File: src/rtl/uart_iid_pkg.sv
package uart_iid_pkg;

  localparam logic [3:0] ID_LINE = 4'h6;
  localparam logic [3:0] ID_TMO  = 4'hC;
  localparam logic [3:0] ID_RXD  = 4'h4;
  localparam logic [3:0] ID_THR  = 4'h2;
  localparam logic [3:0] ID_MDM  = 4'h0;
  localparam logic [3:0] ID_NONE = 4'h1;

  typedef struct packed {
    logic line;
    logic tmo;
    logic rxd;
    logic thr;
    logic mdm;
  } src_t;

  // Ranked selection of the reported code
  function automatic logic [3:0] pick_id(input src_t s);
    logic [3:0] id;
    if (s.line)      id = ID_LINE;
    else if (s.tmo)  id = ID_TMO;
    else if (s.rxd)  id = ID_RXD;
    else if (s.thr)  id = ID_THR;
    else if (s.mdm)  id = ID_MDM;
    else             id = ID_NONE;
    return id;
  endfunction

  function automatic logic [7:0] make_iir(input logic fifo_on, input logic [3:0] id);
    return {fifo_on, fifo_on, 2'b00, id};
  endfunction

endpackage

File: src/rtl/uart_ier_reg.sv
module uart_ier_reg (
  input  logic       clk,
  input  logic       rst_n,
  input  logic       ier_wr,
  input  logic [7:0] ier_wdata,
  output logic [3:0] ier_q,
  output logic       thri_edit,
  output logic       thri_new
);
  logic unused_hi;
  assign unused_hi = ^ier_wdata[7:4];

  assign thri_edit = ier_wr && (ier_wdata[1] != ier_q[1]);
  assign thri_new  = ier_wdata[1];

  always_ff @(posedge clk or negedge rst_n) begin
    if (!rst_n)      ier_q <= 4'h0;
    else if (ier_wr) ier_q <= ier_wdata[3:0];
  end
endmodule

File: src/rtl/uart_thre_track.sv
module uart_thre_track (
  input  logic clk,
  input  logic rst_n,
  input  logic thr_wr,
  input  logic fcr_tx_reset,
  input  logic tx_became_empty,
  input  logic iir_rd,
  input  logic iir_shows_thr,
  input  logic thri_edit,
  input  logic thri_new,
  output logic thre,
  output logic temt,
  output logic thr_pend
);
  logic pend_n, thre_n, temt_n;

  // Later events in this list win when strobes coincide
  always_comb begin
    pend_n = thr_pend;
    thre_n = thre;
    temt_n = temt;
    if (tx_became_empty) begin
      thre_n = 1'b1;
      temt_n = 1'b1;
      pend_n = 1'b1;
    end
    if (iir_rd && iir_shows_thr) pend_n = 1'b0;
    if (thri_edit) pend_n = thri_new && thre;
    if (thr_wr) begin
      pend_n = 1'b0;
      thre_n = 1'b0;
      temt_n = 1'b0;
    end
    if (fcr_tx_reset) begin
      thre_n = 1'b1;
      pend_n = 1'b1;
    end
  end

  always_ff @(posedge clk or negedge rst_n) begin
    if (!rst_n) begin
      thre     <= 1'b1;
      temt     <= 1'b1;
      thr_pend <= 1'b0;
    end else begin
      thre     <= thre_n;
      temt     <= temt_n;
      thr_pend <= pend_n;
    end
  end
endmodule

File: src/rtl/uart_iir_prio.sv
module uart_iir_prio
  import uart_iid_pkg::*;
#(
  parameter int CNT_W = 5
) (
  input  logic             clk,
  input  logic             rst_n,
  input  logic [3:0]       ier_q,
  input  logic [4:0]       line_stat,
  input  logic [CNT_W-1:0] rx_count,
  input  logic [CNT_W-1:0] rx_trig,
  input  logic             fifo_en,
  input  logic             timeout_pend,
  input  logic [3:0]       msr_delta,
  input  logic             thr_pend,
  output logic [7:0]       iir_q,
  output logic             irq
);
  src_t       src;
  logic       level_met;
  logic [3:0] id_next;

  assign level_met = !fifo_en || (rx_count >= rx_trig);

  assign src.line = ier_q[2] && (|line_stat[4:1]);
  assign src.tmo  = ier_q[0] && timeout_pend;
  assign src.rxd  = ier_q[0] && line_stat[0] && level_met;
  assign src.thr  = ier_q[1] && thr_pend;
  assign src.mdm  = ier_q[3] && (|msr_delta);

  assign id_next = pick_id(src);

  always_ff @(posedge clk or negedge rst_n) begin
    if (!rst_n) begin
      iir_q <= make_iir(1'b0, ID_NONE);
      irq   <= 1'b0;
    end else begin
      iir_q <= make_iir(fifo_en, id_next);
      irq   <= (id_next != ID_NONE);
    end
  end
endmodule

File: src/rtl/uart_int_id_ctrl.sv
module uart_int_id_ctrl
  import uart_iid_pkg::*;
#(
  parameter int CNT_W = 5
) (
  input  logic             clk,
  input  logic             rst_n,
  input  logic             ier_wr,
  input  logic [7:0]       ier_wdata,
  output logic [3:0]       ier_q,
  input  logic             iir_rd,
  input  logic             thr_wr,
  input  logic             fcr_tx_reset,
  input  logic             tx_became_empty,
  input  logic [4:0]       line_stat,
  input  logic [CNT_W-1:0] rx_count,
  input  logic [CNT_W-1:0] rx_trig,
  input  logic             fifo_en,
  input  logic             timeout_pend,
  input  logic [3:0]       msr_delta,
  output logic [7:0]       iir,
  output logic             irq,
  output logic             thre,
  output logic             temt
);
  logic thri_edit, thri_new, thr_pend, iir_shows_thr;

  assign iir_shows_thr = (iir[3:0] == ID_THR);

  uart_ier_reg i_ier (
    .clk(clk), .rst_n(rst_n), .ier_wr(ier_wr), .ier_wdata(ier_wdata),
    .ier_q(ier_q), .thri_edit(thri_edit), .thri_new(thri_new)
  );

  uart_thre_track i_thre (
    .clk(clk), .rst_n(rst_n), .thr_wr(thr_wr), .fcr_tx_reset(fcr_tx_reset),
    .tx_became_empty(tx_became_empty), .iir_rd(iir_rd),
    .iir_shows_thr(iir_shows_thr), .thri_edit(thri_edit), .thri_new(thri_new),
    .thre(thre), .temt(temt), .thr_pend(thr_pend)
  );

  uart_iir_prio #(.CNT_W(CNT_W)) i_prio (
    .clk(clk), .rst_n(rst_n), .ier_q(ier_q), .line_stat(line_stat),
    .rx_count(rx_count), .rx_trig(rx_trig), .fifo_en(fifo_en),
    .timeout_pend(timeout_pend), .msr_delta(msr_delta), .thr_pend(thr_pend),
    .iir_q(iir), .irq(irq)
  );
endmodule

File: config.mk
export PLATFORM = sky130hd
export DESIGN_NAME = uart_int_id_ctrl
export DESIGN_NICKNAME = d
export VERILOG_FILES = /design/src/rtl/uart_iid_pkg.sv /design/src/rtl/uart_ier_reg.sv /design/src/rtl/uart_thre_track.sv /design/src/rtl/uart_iir_prio.sv /design/src/rtl/uart_int_id_ctrl.sv
export SDC_FILE = /design/constraint.sdc
export NUM_CORES = 1
export LEC_CHECK = 0
export ABC_AREA = 1
export BUFFER_PORTS_ARGS = -buffer_cell sky130_fd_sc_hd__buf_2
export CORE_ASPECT_RATIO = 1.25
export CORE_MARGIN = 5
export CORE_UTILIZATION = 42
export CTS_CLUSTER_SIZE = 8
export DETAILED_ROUTE_END_ITERATION = 10
export GPL_TIMING_DRIVEN = 0
export PLACE_DENSITY = 0.82
export SLEW_MARGIN = 25
export SYNTH_ARGS = -nofsm -noshare
export SYNTH_HDL_FRONTEND = slang
export SYNTH_SLANG_ARGS = --single-unit
File: constraint.sdc
create_clock -name clk -period 1.75 [get_ports clk]
set_input_delay 0.0875 -clock clk [delete_from_list [all_inputs] [get_ports clk]]
set_output_delay 0.0875 -clock clk [all_outputs]
set_load 0.01 [all_outputs]
* Word-level counts from Yosys, hierarchy flattened
Cells that the tools add are included.
** Word-level totals
- Memory bits (read-only) :: 0
- Input bits :: 36
- Flip-flop bits (word level) :: 13
- Memory bits (writable) :: 0
- Output and inout bits :: 15
- Logic and storage cells :: 38
- Bits in latches :: 0
- Memories kept :: 0
** Cells by class
- $add $sub $neg :: 0
- Multiply operators :: 0
- Bitwise operators :: 0
- Div/mod/pow operators :: 0
- Shift operators :: 0
- Equal/unequal tests :: 3
- Multiplexer cells :: 12
- Magnitude comparators :: 1
- Reduce and logical (&&, ||, !) cells :: 16
** Operators by type and width (number)
- 4-bit 2-to-1 mux :: 4
- 1-bit logical AND :: 9
- 1-bit 2-to-1 mux :: 8
- 4-bit OR reduction :: 2
- 5-bit >= comparator :: 1
- 5-bit nonzero test :: 1
- 4-bit by 2-bit == test with 1-bit output (second input constant) :: 1
- 4-bit by 1-bit != test with 1-bit output (second input constant) :: 1
- 3-bit nonzero test :: 1
- 2-bit nonzero test :: 1
- 1-bit zero test :: 1
- 1-bit logical OR :: 1
- 1-bit != test :: 1

* Longest topological paths before layout
- Depth after elaboration :: 8
- Mapped depth :: 11
- Mapped depth without buffers :: 11

* Cells and area by module
A second synthesis with hierarchy kept.
** Second synthesis, totals
- Cell total of the unflattened synthesis :: 100
- Area, all modules :: 777.0 um2
** By module, submodules not included
- uart_iir_prio :: cells an instance 56, sequential area each 151.4 um2, instances 1, area each 431.7 um2
- uart_ier_reg :: cells an instance 22, sequential area each 100.1 um2, instances 1, area each 188.9 um2
- uart_thre_track :: cells an instance 16, sequential area each 77.6 um2, instances 1, area each 133.9 um2
- uart_int_id_ctrl :: cells an instance 6, sequential area each 0.0 um2, instances 1, area each 22.5 um2

* Least setup slack after synthesis
No wires, ideal clock.
- Kind :: reg-to-reg
- Start :: register i_prio.iir_q[0]
- End :: register i_thre.thr_pend
- Required time :: 1.685 ns
- Arrival :: 0.866 ns
- Slack :: 0.819 ns
- Buffers on the path :: 0
- Period minus slack after synthesis :: 0.931 ns
- Stages on the path, launching flop included :: 7
- Library setup time :: 0.065 ns
- Cells stage by stage :: dfstp_2 -> inv_1 -> nand4_1 -> o21ai_0 -> o21ai_0 -> nand2_1 -> nand2_1
** Between the ends
- Word-level cells in the longest chain between the ends :: 6
- Elaborated cells on any way between the ends :: 7
- Those cells by class :: eq/ne (1); mux (4); reduce/logical (2)
** RTL lines
- start: declaration :: line uart_iir_prio.sv:16 : output logic [7:0] iir_q,
- start signal: assignment :: line uart_iir_prio.sv:35 : iir_q <= make_iir(1'b0, ID_NONE);
- start signal: assignment :: line uart_iir_prio.sv:38 : iir_q <= make_iir(fifo_en, id_next);
- 4-bit by 2-bit == test with 1-bit output (*) :: line uart_int_id_ctrl.sv:28 : assign iir_shows_thr = (iir[3:0] == ID_THR);
- 1-bit logical AND (*) :: line uart_thre_track.sv:27 : if (iir_rd && iir_shows_thr) pend_n = 1'b0;
- 1-bit 2-to-1 mux :: line uart_thre_track.sv:27
- 1-bit 2-to-1 mux :: line uart_thre_track.sv:28 : if (thri_edit) pend_n = thri_new && thre;
- 1-bit 2-to-1 mux :: line uart_thre_track.sv:29 : if (thr_wr) begin
- 1-bit 2-to-1 mux :: line uart_thre_track.sv:34 : if (fcr_tx_reset) begin
- end signal: assignment :: line uart_thre_track.sv:48 : thr_pend <= pend_n;
- end: declaration :: line uart_thre_track.sv:13 : output logic thr_pend
Mark *: on every way between the ends. The rest lies on a longest branch, timed or not.
A chain may end at the register's enable or synchronous reset.

* Worst setup path in the final report
- Start :: register i_thre.thre
- End :: output thre
** RTL lines
- start: declaration :: line uart_thre_track.sv:11 : output logic thre,
- start signal: assignment :: line uart_thre_track.sv:46 : thre <= thre_n;
- end: declaration :: line uart_int_id_ctrl.sv:23 : output logic thre,
No word-level cell between the ends.

==> results.sh <==
export IMPL_via_count=709
export IMPL_number_of_maximum_capacitance_violations=0
export IMPL_drc=0
export IMPL_outcome="finished, final reports clean"
export IMPL_slew_violations=0
export IMPL_post_route_util=0.641
export IMPL_post_cts_setup_buffers=0
export IMPL_initial_core_util=0.452
export IMPL_crit_family="flip-flops"
export IMPL_use_met3=0.0319
export IMPL_power_leakage_nw=0.601
export IMPL_setup_viol_count_final=0
export IMPL_via_count_of_the_first_global_routing_pass=727
export IMPL_place_gp_congestion=0.709
export IMPL_netlist_instances=85
export IMPL_yosys_area_top_type_share=0.346
export IMPL_grt_busiest_layer="met2"
export IMPL_detail_route_vias_per_cell=4.57
export IMPL_io_pins=51
export IMPL_fin_crit_sh=0.587
export IMPL_dpl_cell_count=148
export IMPL_global_route_usage_met2=0.233
export IMPL_fin_ws_ns=0.723
export IMPL_maximum_net_fanout_on_the_critical_path=3
export IMPL_clock_power_share=0.257
export IMPL_post_synth_simple_gate_area=0.190
export IMPL_fin_crit_ns=1.03
export IMPL_rsz0062_at_grt="false"
export IMPL_ff2ff_setup_slack_ns=0.79
export IMPL_vdd_ir_drop_max_uv=359
export IMPL_cts_htree_levels=1
export IMPL_worst_hold_path_type="primary input to register"
export IMPL_fraction_of_layout_cells_with_a_size_suffix_above_1=0.445
export IMPL_grt_antenna_before_repair=0
export IMPL_dominant_combinational_cell_family_by_area_after_synthesis="simple AND/OR/NAND/NOR gates"
export IMPL_required_ns=1.66
export IMPL_power_switching_share=0.286
export IMPL_cp_arrival_ns=0.94
export IMPL_grt_max_degree=14
export IMPL_cp_buffers_inverters=1
export IMPL_clk_latency_ns=0.27
export IMPL_die_w_um=47.1
export IMPL_cts_buffers=3
export IMPL_clock_tree_buf_depth=2
export IMPL_netlist_top_cells_area="sky130_fd_sc_hd__dfrtp_1 35%, sky130_fd_sc_hd__dfstp_2 11%, sky130_fd_sc_hd__inv_1 9.3%"
export IMPL_xor_xnor_fraction_of_synth_area=0
export IMPL_sequential_group_share_of_total_power=0.489
export IMPL_nFillCells=155
export IMPL_routed_wirelength_um=1640
export IMPL_yosysWarningCount=0
export IMPL_num_rows=16
export IMPL_grt_met1_usage=0.145
export IMPL_setup_total_negative_slack_ns=0
export IMPL_global_route_usage_total=0.130
export IMPL_synth_compound_area_share=0.0917
export IMPL_yosys_register_bits=13
export IMPL_critPathMaxStageDelay_ns=0.55
export IMPL_final_cell_area_um2=1030
export IMPL_worst_path_max_delay_cell="sky130_fd_sc_hd__dfstp_2"
export IMPL_power_per_cell_area_nw_per_um2=694
export IMPL_yosys_area_share_adder=0.0865
export IMPL_die_height_um=56.4
export IMPL_worst_hold_slack_ns=0.0203
export IMPL_skew_ns=0.00619
export IMPL_dp_worst_setup_slack_ns=0.630
export IMPL_total_switching_power_mw=0.204
export IMPL_diodes=0
export IMPL_synth_sequential_area_ratio=0.455
export IMPL_report_power_total_mw=0.712
export IMPL_avgSynthCellArea_um2=8.51
export IMPL_internal_power_mw=0.508
export IMPL_clock_sinks=13
export IMPL_die_area_um2=2660
export IMPL_critPathLaunchType="register"
export IMPL_cp_end_kind="primary output"
export IMPL_path_cells="buf_2"
export IMPL_final_net_count=179
export IMPL_timing_worst_setup_path_type="register to primary output"
export IMPL_dp_hpwl_um=1470
export IMPL_grt_first_pass_wirelength_um=2690
export IMPL_ant_nets=0
export IMPL_grt_ovfl_total=0
export IMPL_clock_pin_transition_on_the_worst_setup_and_hold_timing_paths_ns=0.08
export IMPL_yosysUniqueCellTypes=19
export IMPL_clock_tree_from_tritoncts="done"
export IMPL_port_buffers=44
export IMPL_drt_first_pass_iters=4
export IMPL_avgRoutedWirePerCell_um=10.6
export IMPL_initialDrtViolationCount=5
export IMPL_cts_root_buffer_cell="sky130_fd_sc_hd__clkbuf_4"
export IMPL_power_share_combinational=0.254
export IMPL_synth_area_mux_share=0.0467
export IMPL_floorplan_core_area_um2=1600
export IMPL_final_instance_count_excl_fillers=155
export IMPL_regArea_um2=329
export IMPL_placement_cell_area_um2=970
export IMPL_timing_final_hold_violations=0
export IMPL_max_clock_freq_ghz=0.974
export IMPL_netlist_area_um2=723
export IMPL_netlist_top_cell_by_area="sky130_fd_sc_hd__dfrtp_1"
export IMPL_area_delta_synth_final_pct=41.9
export IMPL_multi_input_comb_area_um2=308
## final timing paths
path                                    startpoint                     endpoint  cells after the start
max                        i_thre.thre$_DFFE_PN1P_                         thre                      1
min                                   fcr_tx_reset  i_thre.thr_pend$_DFFE_PN0P_                      3
max reg2reg                i_thre.thre$_DFFE_PN1P_  i_thre.thr_pend$_DFFE_PN0P_                      4
min reg2reg                i_thre.temt$_DFFE_PN1P_      i_thre.temt$_DFFE_PN1P_                      2
max in group asynchronous                    rst_n      i_thre.thre$_DFFE_PN1P_                      2
min in group asynchronous                    rst_n    i_prio.iir_q[2]$_DFF_PN0_                      2
## state kept, by name, indices dropped and copies added (netlist names)
signal           flops
i_prio.iir_q         5
i_thre.thre          1
i_thre.temt          1
i_prio.irq           1
i_ier.ier_q          4
i_thre.thr_pend      1
## cell type report
cell class,count,share of cell area
flip-flops and latches,13,0.321
multi-input cells,52,0.300
repair buffers,47,0.244
inverters,18,0.0659
clock buffers,4,0.0256
plain buffers,3,0.0220
well taps,18,0.0220
## per-layer routing
metal | wire (µm) | vias up
met2 | 851 | 34
met3 | 194 | 0
met4 | 0 | 0
met5 | 0 | -
li1 | - | 361
met1 | 590 | 314
## kinds of logic (layout without fill, tap and decap cells)
logic type	count (synthesis)	in the layout
AND/OR/NAND/NOR	32	32
buffers and inverters	21	72
flip-flops	13	13
AO/OA/AOI/OAI	10	10
adder cells (fa/ha/maj)	5	5
multiplexers	3	3
other	1	2
## synthesized netlist by cell type
cell type,number
sky130_fd_sc_hd__a21oi_1,2
sky130_fd_sc_hd__a21oi_2,1
sky130_fd_sc_hd__a31oi_1,1
sky130_fd_sc_hd__buf_4,3
sky130_fd_sc_hd__conb_1,1
sky130_fd_sc_hd__dfrtp_1,10
sky130_fd_sc_hd__dfstp_2,3
sky130_fd_sc_hd__ha_1,5
sky130_fd_sc_hd__inv_1,18
sky130_fd_sc_hd__mux2_2,3
sky130_fd_sc_hd__nand2_1,18
sky130_fd_sc_hd__nand2_2,1
sky130_fd_sc_hd__nand3_1,1
sky130_fd_sc_hd__nand3_2,1
sky130_fd_sc_hd__nand4_1,2
sky130_fd_sc_hd__nor2_1,8
sky130_fd_sc_hd__nor2_2,1
sky130_fd_sc_hd__o21ai_0,5
sky130_fd_sc_hd__o21ai_4,1
## cell usage in the layout, fill, tap and decap left out, types with 5 or more instances in the layout
cell / n
sky130_fd_sc_hd__o21ai_0: 5
sky130_fd_sc_hd__inv_1: 18
sky130_fd_sc_hd__buf_2: 44
sky130_fd_sc_hd__dfrtp_1: 10
sky130_fd_sc_hd__nor2_1: 8
sky130_fd_sc_hd__ha_1: 5
sky130_fd_sc_hd__nand2_1: 18
## power by group through the flow
stage	Clock, mW	Sequential [mW]	Combinational [mW]
finish	0.183	0.348	0.181
CTS	0.182	0.349	0.185
global route	0.194	0.352	0.206
detailed placement	0	0.355	0.179
floorplan	0	0.367	0.0807
global placement	0	0.353	0.171
## repair_timing
item / CTS / global route
hold buffers: 3 / 0
resized for setup: 0 / 0
endpoints found under the hold margin: 15 / 0
Power figures use the tool's default switching activity.
